===== src/rtl/act_gate_pkg.sv =====
`timescale 1ns/1ps
package act_gate_pkg;

  // Width of every countdown; limits up to 2**CNT_W cycles.
  parameter int unsigned CNT_W = 16;
  typedef logic [CNT_W-1:0] cnt_t;

  // Value loaded on a grant so that the timer reads zero exactly GAP cycles later.
  function automatic cnt_t reload_of(input int unsigned gap);
    return cnt_t'(gap - 1);
  endfunction

  // One clock step of a countdown: load on start, else saturating decrement.
  function automatic cnt_t tick(input cnt_t cur, input logic load, input cnt_t reload);
    if (load) return reload;
    if (cur != '0) return cur - 1'b1;
    return cur;
  endfunction

endpackage


===== src/rtl/act_gap_timer.sv =====
`timescale 1ns/1ps
module act_gap_timer
  import act_gate_pkg::*;
#(
  parameter int unsigned GAP = 2
) (
  input  logic clk,
  input  logic rst_n,
  input  logic start,
  output logic ready
);

  localparam cnt_t RELOAD = reload_of(GAP);

  cnt_t cnt_q;

  always_ff @(posedge clk or negedge rst_n) begin
    if (!rst_n) cnt_q <= '0;
    else        cnt_q <= tick(cnt_q, start, RELOAD);
  end

  assign ready = (cnt_q == '0);

endmodule


===== src/rtl/act_faw_window.sv =====
`timescale 1ns/1ps
module act_faw_window #(
  parameter int unsigned SLOTS   = 4,
  parameter int unsigned WIN_LEN = 10
) (
  input  logic clk,
  input  logic rst_n,
  input  logic take,
  output logic room
);

  logic [SLOTS-1:0] slot_free;
  logic [SLOTS-1:0] slot_pick;

  // Lowest free slot takes the new grant.
  always_comb begin
    logic found;
    found     = 1'b0;
    slot_pick = '0;
    for (int i = 0; i < SLOTS; i++) begin
      if (slot_free[i] && !found) begin
        slot_pick[i] = 1'b1;
        found        = 1'b1;
      end
    end
  end

  assign room = |slot_free;

  for (genvar g = 0; g < SLOTS; g++) begin : g_slot
    act_gap_timer #(.GAP(WIN_LEN)) i_slot (
      .clk   (clk),
      .rst_n (rst_n),
      .start (take && slot_pick[g]),
      .ready (slot_free[g])
    );
  end

endmodule


===== src/rtl/act_bank_rc.sv =====
`timescale 1ns/1ps
module act_bank_rc #(
  parameter int unsigned NUM_BANKS = 8,
  parameter int unsigned ROW_CYCLE = 7,
  localparam int unsigned BW = (NUM_BANKS > 1) ? $clog2(NUM_BANKS) : 1
) (
  input  logic          clk,
  input  logic          rst_n,
  input  logic          start,
  input  logic [BW-1:0] bank,
  output logic          ready
);

  logic [NUM_BANKS-1:0] bank_ready;

  for (genvar g = 0; g < NUM_BANKS; g++) begin : g_bank
    act_gap_timer #(.GAP(ROW_CYCLE)) i_rc (
      .clk   (clk),
      .rst_n (rst_n),
      .start (start && (bank == BW'(g))),
      .ready (bank_ready[g])
    );
  end

  assign ready = bank_ready[bank];

endmodule


===== src/rtl/act_gate.sv =====
`timescale 1ns/1ps
module act_gate #(
  parameter int unsigned NUM_BANKS = 8,
  parameter int unsigned ACT_GAP   = 2,
  parameter int unsigned WIN_LEN   = 10,
  parameter int unsigned WIN_SLOTS = 4,
  parameter int unsigned ROW_CYCLE = 7,
  localparam int unsigned BW = (NUM_BANKS > 1) ? $clog2(NUM_BANKS) : 1
) (
  input  logic          clk,
  input  logic          rst_n,
  input  logic          req_valid,
  input  logic [BW-1:0] req_bank,
  output logic          grant
);

  // Named events for the checker.
  logic gap_ok;
  logic win_ok;
  logic rc_ok;

  act_gap_timer #(.GAP(ACT_GAP)) i_gap (
    .clk   (clk),
    .rst_n (rst_n),
    .start (grant),
    .ready (gap_ok)
  );

  act_faw_window #(.SLOTS(WIN_SLOTS), .WIN_LEN(WIN_LEN)) i_win (
    .clk   (clk),
    .rst_n (rst_n),
    .take  (grant),
    .room  (win_ok)
  );

  act_bank_rc #(.NUM_BANKS(NUM_BANKS), .ROW_CYCLE(ROW_CYCLE)) i_rc (
    .clk   (clk),
    .rst_n (rst_n),
    .start (grant),
    .bank  (req_bank),
    .ready (rc_ok)
  );

  assign grant = rst_n && req_valid && gap_ok && win_ok && rc_ok;

endmodule


===== config.mk =====
export PLATFORM = sky130hd
export DESIGN_NAME = act_gate
export DESIGN_NICKNAME = d
export VERILOG_FILES = /design/src/rtl/act_gate_pkg.sv /design/src/rtl/act_gap_timer.sv /design/src/rtl/act_faw_window.sv /design/src/rtl/act_bank_rc.sv /design/src/rtl/act_gate.sv
export SDC_FILE = /design/constraint.sdc
export NUM_CORES = 1
export LEC_CHECK = 0
export BUFFER_PORTS_ARGS = -buffer_cell sky130_fd_sc_hd__buf_2
export CORE_UTILIZATION = 50
export DETAILED_ROUTE_END_ITERATION = 6
export PLACE_DENSITY_LB_ADDON = 0.2
export SLEW_MARGIN = 10
export SYNTH_ARGS = -nofsm -noshare
export SYNTH_HDL_FRONTEND = slang
export SYNTH_HIERARCHICAL = 1
export SYNTH_SLANG_ARGS = --single-unit

===== constraint.sdc =====
create_clock -name clk -period 4.2 [get_ports clk]
set_input_delay 0.42 -clock clk [delete_from_list [all_inputs] [get_ports clk]]
set_output_delay 0.42 -clock clk [all_outputs]
set_load 0.01 [all_outputs]

After elaboration in Yosys (flattened, before gate mapping)

Cells that the tools add are included.

Eq/ne operators: 7
Add/subtract/negate cells: 13
Muxes and demuxes: 99
Order comparisons: 1
Reduce and logical (&&, ||, !) cells: 63

Operators with widths:

| operator                                           | count |
|---|---|
| two-way mux 16 bit                                 | 52 |
| zero test 16 bit                                   | 13 |
| nonzero test 16 bit                                | 13 |
| subtractor 16 x 1 -> 16 bit, second input constant | 13 |
| two-way mux 1 bit                                  | 46 |
| nonzero test 2 bit                                 | 13 |
| logical AND 1 bit                                  | 19 |
| == test 3 bit, second input constant               | 4 |
| == test 3 x 2 -> 1 bit, second input constant      | 2 |
| < comparator 3 x 4 -> 1 bit, second input constant | 1 |
| OR reduction 4 bit                                 | 1 |
| binary-select mux 1 bit (select 3 bit)             | 1 |
| == test 3 x 1 -> 1 bit, second input constant      | 1 |
| zero test 1 bit                                    | 3 |
| zero test 3 bit                                    | 1 |

Flip-flop bits (word level): 208
Input port bits: 6
Output and inout port bits: 1
Word-level logic and storage cells: 196

Depth between registers and ports, before layout

Depth in word-level cells: 16
Gate-level depth with buffers: 15
Depth with buffers taken out: 14

Cells and area by module

The synthesis kept the hierarchy.

By module, submodules not included:

| module                                      | seq. area each (um2) | instances | cells each | area each (um2) |
|---|---|---|---|---|
| act_gap_timer at i_rc.g_bank[0].i_rc ...    | 400.4                | 8         | 92         | 897.1 |
| act_gap_timer at i_win.g_slot[0].i_slot ... | 400.4                | 4         | 95         | 863.3 |
| act_gap_timer at i_gap                      | 400.4                | 1         | 96         | 920.9 |
| act_bank_rc                                 | 0.0                  | 1         | 17         | 128.9 |
| act_faw_window                              | 0.0                  | 1         | 7          | 53.8 |
| act_gate                                    | 0.0                  | 1         | 3          | 12.5 |

Worst setup path after synthesis

Ideal clock, no wire load.

Path type: register to register
Start point: register i_rc.g_bank[1].i_rc.cnt_q[0]
End point: register i_rc.g_bank[4].i_rc.cnt_q[0]
Data arrival time: 3.197 ns
Setup slack: 0.871 ns
Required time: 4.068 ns
Stages on the path, launching flop included: 15
Path buffers: 2
Setup time: 0.132 ns
Cells stage by stage: dfrtp_1 -> inv_1 -> ha_1 -> or3b_1 -> nor4_1 -> and2_1 -> mux4_1 -> mux2_2 -> nand2_1 -> nor2_1 -> nand2_1 -> nor3_1 -> clkbuf_1 -> clkbuf_1 -> nor2_1

Longest elaborated chain between the ends: 7
Elaborated cells on any way between the ends: 8
Classes of those cells: mux (4); reduce/logical (4)

RTL lines:

| what                                                     | RTL line            | source |
|---|---|---|
| from (decl)                                              | act_gap_timer.sv:15 | `cnt_t cnt_q;` |
| from (signal assigned)                                   | act_gap_timer.sv:19 | `else cnt_q <= tick(cnt_q, start, RELOAD);` |
| zero test 16 bit *                                       | act_gap_timer.sv:22 | `assign ready = (cnt_q == '0);` |
| via i_rc.bank_ready[1]                                   | act_bank_rc.sv:14   | `logic [NUM_BANKS-1:0] bank_ready;` |
| binary-select mux 1 bit (select 3 bit) *                 | act_bank_rc.sv:25   | `assign ready = bank_ready[bank];` |
| two-way mux 1 bit (not written as such) *                | act_bank_rc.sv:25   |  |
| via rc_ok                                                | act_gate.sv:20      | `logic rc_ok;` |
| logical AND 1 bit *                                      | act_gate.sv:44      | `assign grant = rst_n && req_valid && gap_ok && win_ok && rc_ok;` |
| via grant                                                | act_gate.sv:14      | `output logic grant` |
| logical AND 1 bit *                                      | act_bank_rc.sv:20   | `.start (start && (bank == BW'(g))),` |
| two-way mux 1 bit *                                      | act_gate_pkg.sv:15  | `if (load) return reload;` |
| two-way mux 16 bit or nonzero test 2 bit (tied branches) | -                   |  |
| to (signal assigned)                                     | act_gap_timer.sv:19 |  |
| to (decl)                                                | act_gap_timer.sv:15 |  |

Mark *: on every way through the listed nets, which the timed path passes. The rest lies on a longest branch. The select of a mux whose other input is x is not followed.
A chain may end at the register's enable or synchronous reset.

Worst setup path after layout

Start point: register i_rc.g_bank[2].i_rc.cnt_q[0]
End point: register i_rc.g_bank[7].i_rc.cnt_q[14]

Longest elaborated chain between the ends: 7
Elaborated cells on any way between the ends: 8
Classes of those cells: mux (4); reduce/logical (4)

RTL lines:

| what                                                     | RTL line |
|---|---|
| from (decl)                                              | act_gap_timer.sv:15 |
| from (signal assigned)                                   | act_gap_timer.sv:19 |
| zero test 16 bit *                                       | act_gap_timer.sv:22 |
| via i_rc.bank_ready[2]                                   | act_bank_rc.sv:14 |
| binary-select mux 1 bit (select 3 bit) *                 | act_bank_rc.sv:25 |
| two-way mux 1 bit (not written as such) *                | act_bank_rc.sv:25 |
| via rc_ok                                                | act_gate.sv:20 |
| logical AND 1 bit *                                      | act_gate.sv:44 |
| logical AND 1 bit *                                      | act_bank_rc.sv:20 |
| two-way mux 1 bit *                                      | act_gate_pkg.sv:15 |
| two-way mux 16 bit or nonzero test 2 bit (tied branches) | - |
| to (signal assigned)                                     | act_gap_timer.sv:19 |
| to (decl)                                                | act_gap_timer.sv:15 |

Marked as above.

==> results.json <==
{
  "dp.cells": 1520,
  "crit_chain": "inv_1 -> ha_1 -> or3b_1 -> nor4_1 -> and2_1 -> mux4_1 -> mux2_2 -> nand2_1 -> nor2_2 -> nand2_1 -> nor2_1 -> inv_1 -> o311ai_0 -> o41ai_1",
  "slowest_stage": "nor2_1",
  "drc": 0,
  "syn_area_um2": 11700,
  "grt-ovfl-total": 0,
  "synth_largest_area_cell": "dfrtp_1",
  "synth_mux_area_share_pct": 3.25,
  "cts.clk_slew.worst_paths_ps": 60,
  "p_leak_nw": 4.60,
  "max_stage_delay_ps": 490,
  "tightest_slew_ps": 1030,
  "status": "completed",
  "synthesis.nets": 1258,
  "cts-root-buf": "clkbuf_16",
  "report.power.total_mw": 4.26,
  "hold_ws_ps": 332,
  "insertion_delay_ps": 530,
  "synthAdderAreaFrac_pct": 1.38,
  "finalCriticalPeriod_ps": 3790,
  "path_max_fanout": 10,
  "ant_nets": 0,
  "final_nets": 1254,
  "synthCells": 1239,
  "max_freq_ghz": 0.264,
  "wl_per_cell_um": 14.9,
  "cap_violations": 0,
  "fill_cells": 2019,
  "hpwl_um": 15200,
  "place_area_um2": 12000,
  "core_area_um2": 22800,
  "grt_max_degree": 192,
  "ys_ff_latch": 208,
  "dieArea_um2": 24100,
  "synth_compound_area_share_pct": 14.7,
  "synthXorXnorAreaFrac_pct": 1.57,
  "synth.distinct_cells": 57,
  "cts_tree": "built",
  "start_util_pct": 51.4,
  "irDropWorstVdd_uv": 286,
  "post_synth_and_or_nand_nor_area_fraction_pct": 30.1,
  "synth_area_leaders": "dfrtp_1 (44%), or4_1 (5.3%), a21oi_1 (4.7%), or3_1 (4.6%), nor4_1 (3.9%)",
  "cts-htree-levels": 1,
  "io_buffer_count": 6,
  "setup_ws_ps": 406,
  "die-height_um": 155,
  "criticalPathCategory": "flop to flop",
  "fp.dieW_um": 155,
  "critPathArrivalTime_ps": 4190,
  "design_area_um2": 12900,
  "setup_viol": 0,
  "cts_setup_buffers": 0,
  "fin_cells": 1567,
  "rows": 55,
  "synthTopCellsByCount": "dfrtp_1 (208), a21oi_1 (111), nor2_1 (89)",
  "clockBufferDepth": 3,
  "place_ws_ps": 474,
  "cts_sinks": 208,
  "crit_path_end_kind": "flop",
  "routed_wl_um": 23300,
  "synth-edff-count": 0,
  "hold_path_class": "primary input to asynchronous set/reset pin",
  "num_vias": 9448,
  "critPathTopFamily": "simple AND/OR/NAND/NOR gates",
  "post-route-util_pct": 56.2,
  "finalSetupTns_ps": 0,
  "syn_area_per_cell_um2": 9.48,
  "synth-seq-area-share_pct": 44.3,
  "first_global_vias": 8812,
  "io_pins": 7,
  "ys_async_sr_fraction_pct": 100,
  "critical_path_required_ps": 4590,
  "grt_antenna_before_repair": 1,
  "synth_top_family_by_area": "simple AND/OR/NAND/NOR gates",
  "drt_pass1_iterations": 4,
  "antenna_cells": 0,
  "worst-path-buf-inv": 2,
  "clock_skew_ps": 21.8,
  "finalMaxSlewViolations": 0,
  "period_share_pct": 90.3,
  "yosysMostFrequentCell": "dfrtp_1",
  "final_layout_size_suffix_gt1_share_pct": 10.4,
  "hold_violations": 0,
  "grt.total_usage_pct": 19.9,
  "yosys_warnings": 6,
  "area_growth_pct": 9.41,
  "vias_per_cell": 6.03,
  "worstSetupStartpointType": "flop",
  "synth_flop_cell": "dfrtp_1",
  "cts_inserted_buffers": 25,
  "rsz0062_at_grt": "false",
  "gp_congestion": 0.815,
  "slew_headroom_pct": 31.3,
  "p_per_area_nw_per_um2": 331,
  "grt_pass1_wl_um": 41000,
  "drtIter0Drc": 573,
  "yosys.area.top_type_share_pct": 44.3
}
## state kept, by name, indices dropped and copies added (netlist names)
| signal | flops |
|---|---|
| i_gap/cnt_q | 16 |
| i_rc/g_bank.i_rc/cnt_q | 128 |
| i_win/g_slot.i_slot/cnt_q | 64 |
## power by group
group | switching [mW] | leakage, nW | total [mW] | internal, mW
combinational | 0.0419 | 1.95 | 0.0486 | 0.00678
sequential | 0 | 2.23 | 2.00 | 2.00
clock | 0.838 | 0.424 | 2.21 | 1.37
## placed cells by master, fill, tap and decap left out, types with 5 or more instances in the layout
cell type  synthesis  final
a211oi_1           5      5
a21oi_1          111    111
a31o_2             8      8
and2_1             8      8
buf_2              5      5
buf_4              8     14
clkbuf_16          0     25
clkbuf_8           2      5
clkinv_2           0      6
dfrtp_1          208    208
ha_1              13     13
inv_1             59     59
mux2_2            15     15
mux2i_1           16     16
nand2_1           51     51
nand3_1           13     13
nand4_1            9      9
nand4b_1           8      8
nor2_1            89     88
nor2b_1           16     16
nor3_1            48     47
nor4_1            73     73
nor4_4             8      8
nor4b_1            5      5
o21a_1            12     12
o21ai_0           70     70
o311ai_0          12     12
o31ai_1           45     45
o41ai_1           14     14
or2_0              8      8
or2_1              8      8
or3_1             87     87
or3_2              5      5
or3_4              8      8
or3b_1             8      8
or4_1             83     83
or4_4              9      9
xnor2_1           21     21
## worst paths after layout
kind,from,endpoint,slack (ps),cells past startpoint
max in group asynchronous,rst_n,i_rc/g_bank[1].i_rc/cnt_q[13],2620,3
setup reg to reg,i_rc/g_bank[2].i_rc/cnt_q[0],i_rc/g_bank[7].i_rc/cnt_q[14],410,14
setup / recovery,i_rc/g_bank[2].i_rc/cnt_q[0],i_rc/g_bank[7].i_rc/cnt_q[14],410,14
min in group clk,req_bank[1],i_rc/g_bank[7].i_rc/cnt_q[0],420,4
hold reg to reg,i_rc/g_bank[7].i_rc/cnt_q[10],i_rc/g_bank[7].i_rc/cnt_q[10],560,2
hold / removal,rst_n,i_win/g_slot[1].i_slot/cnt_q[3],330,2
## logic make-up after synthesis
logic type      Yosys count
compound gates          284
xor+xnor                 21
fa+ha+maj                13
buf+inv                 112
flops                   208
mux                      33
simple gates            568
## what timing repair did
action                                 4_1_cts  5_1_grt
hold buffers                                 1        0
endpoints found under the hold margin       17        0
resized for setup                            0        0
## area by class of cell
type | count | area, um2 | share of cell area [%]
Multi-Input combinational cell | 919 | 6000 | 46.7
Sequential cell | 208 | 5200 | 40.5
Clock buffer | 34 | 709 | 5.52
Tap cell | 313 | 392 | 3.05
Inverter | 59 | 221 | 1.72
Timing Repair Buffer | 22 | 175 | 1.36
Clock inverter | 12 | 145 | 1.13
## routing by layer
layer  part of all wire (%)  track usage (%)  routed length (um)  vias up
met5                  0.043                0                  10        -
met4                    2.3             5.60                 547        2
met3                    2.5             2.67                 584       42
met2                     46             32.4               10700      108
met1                     49             27.8               11500     4555
li1                       -                -                   -     4741
Note: power is estimated with default switching activity, not from simulation.
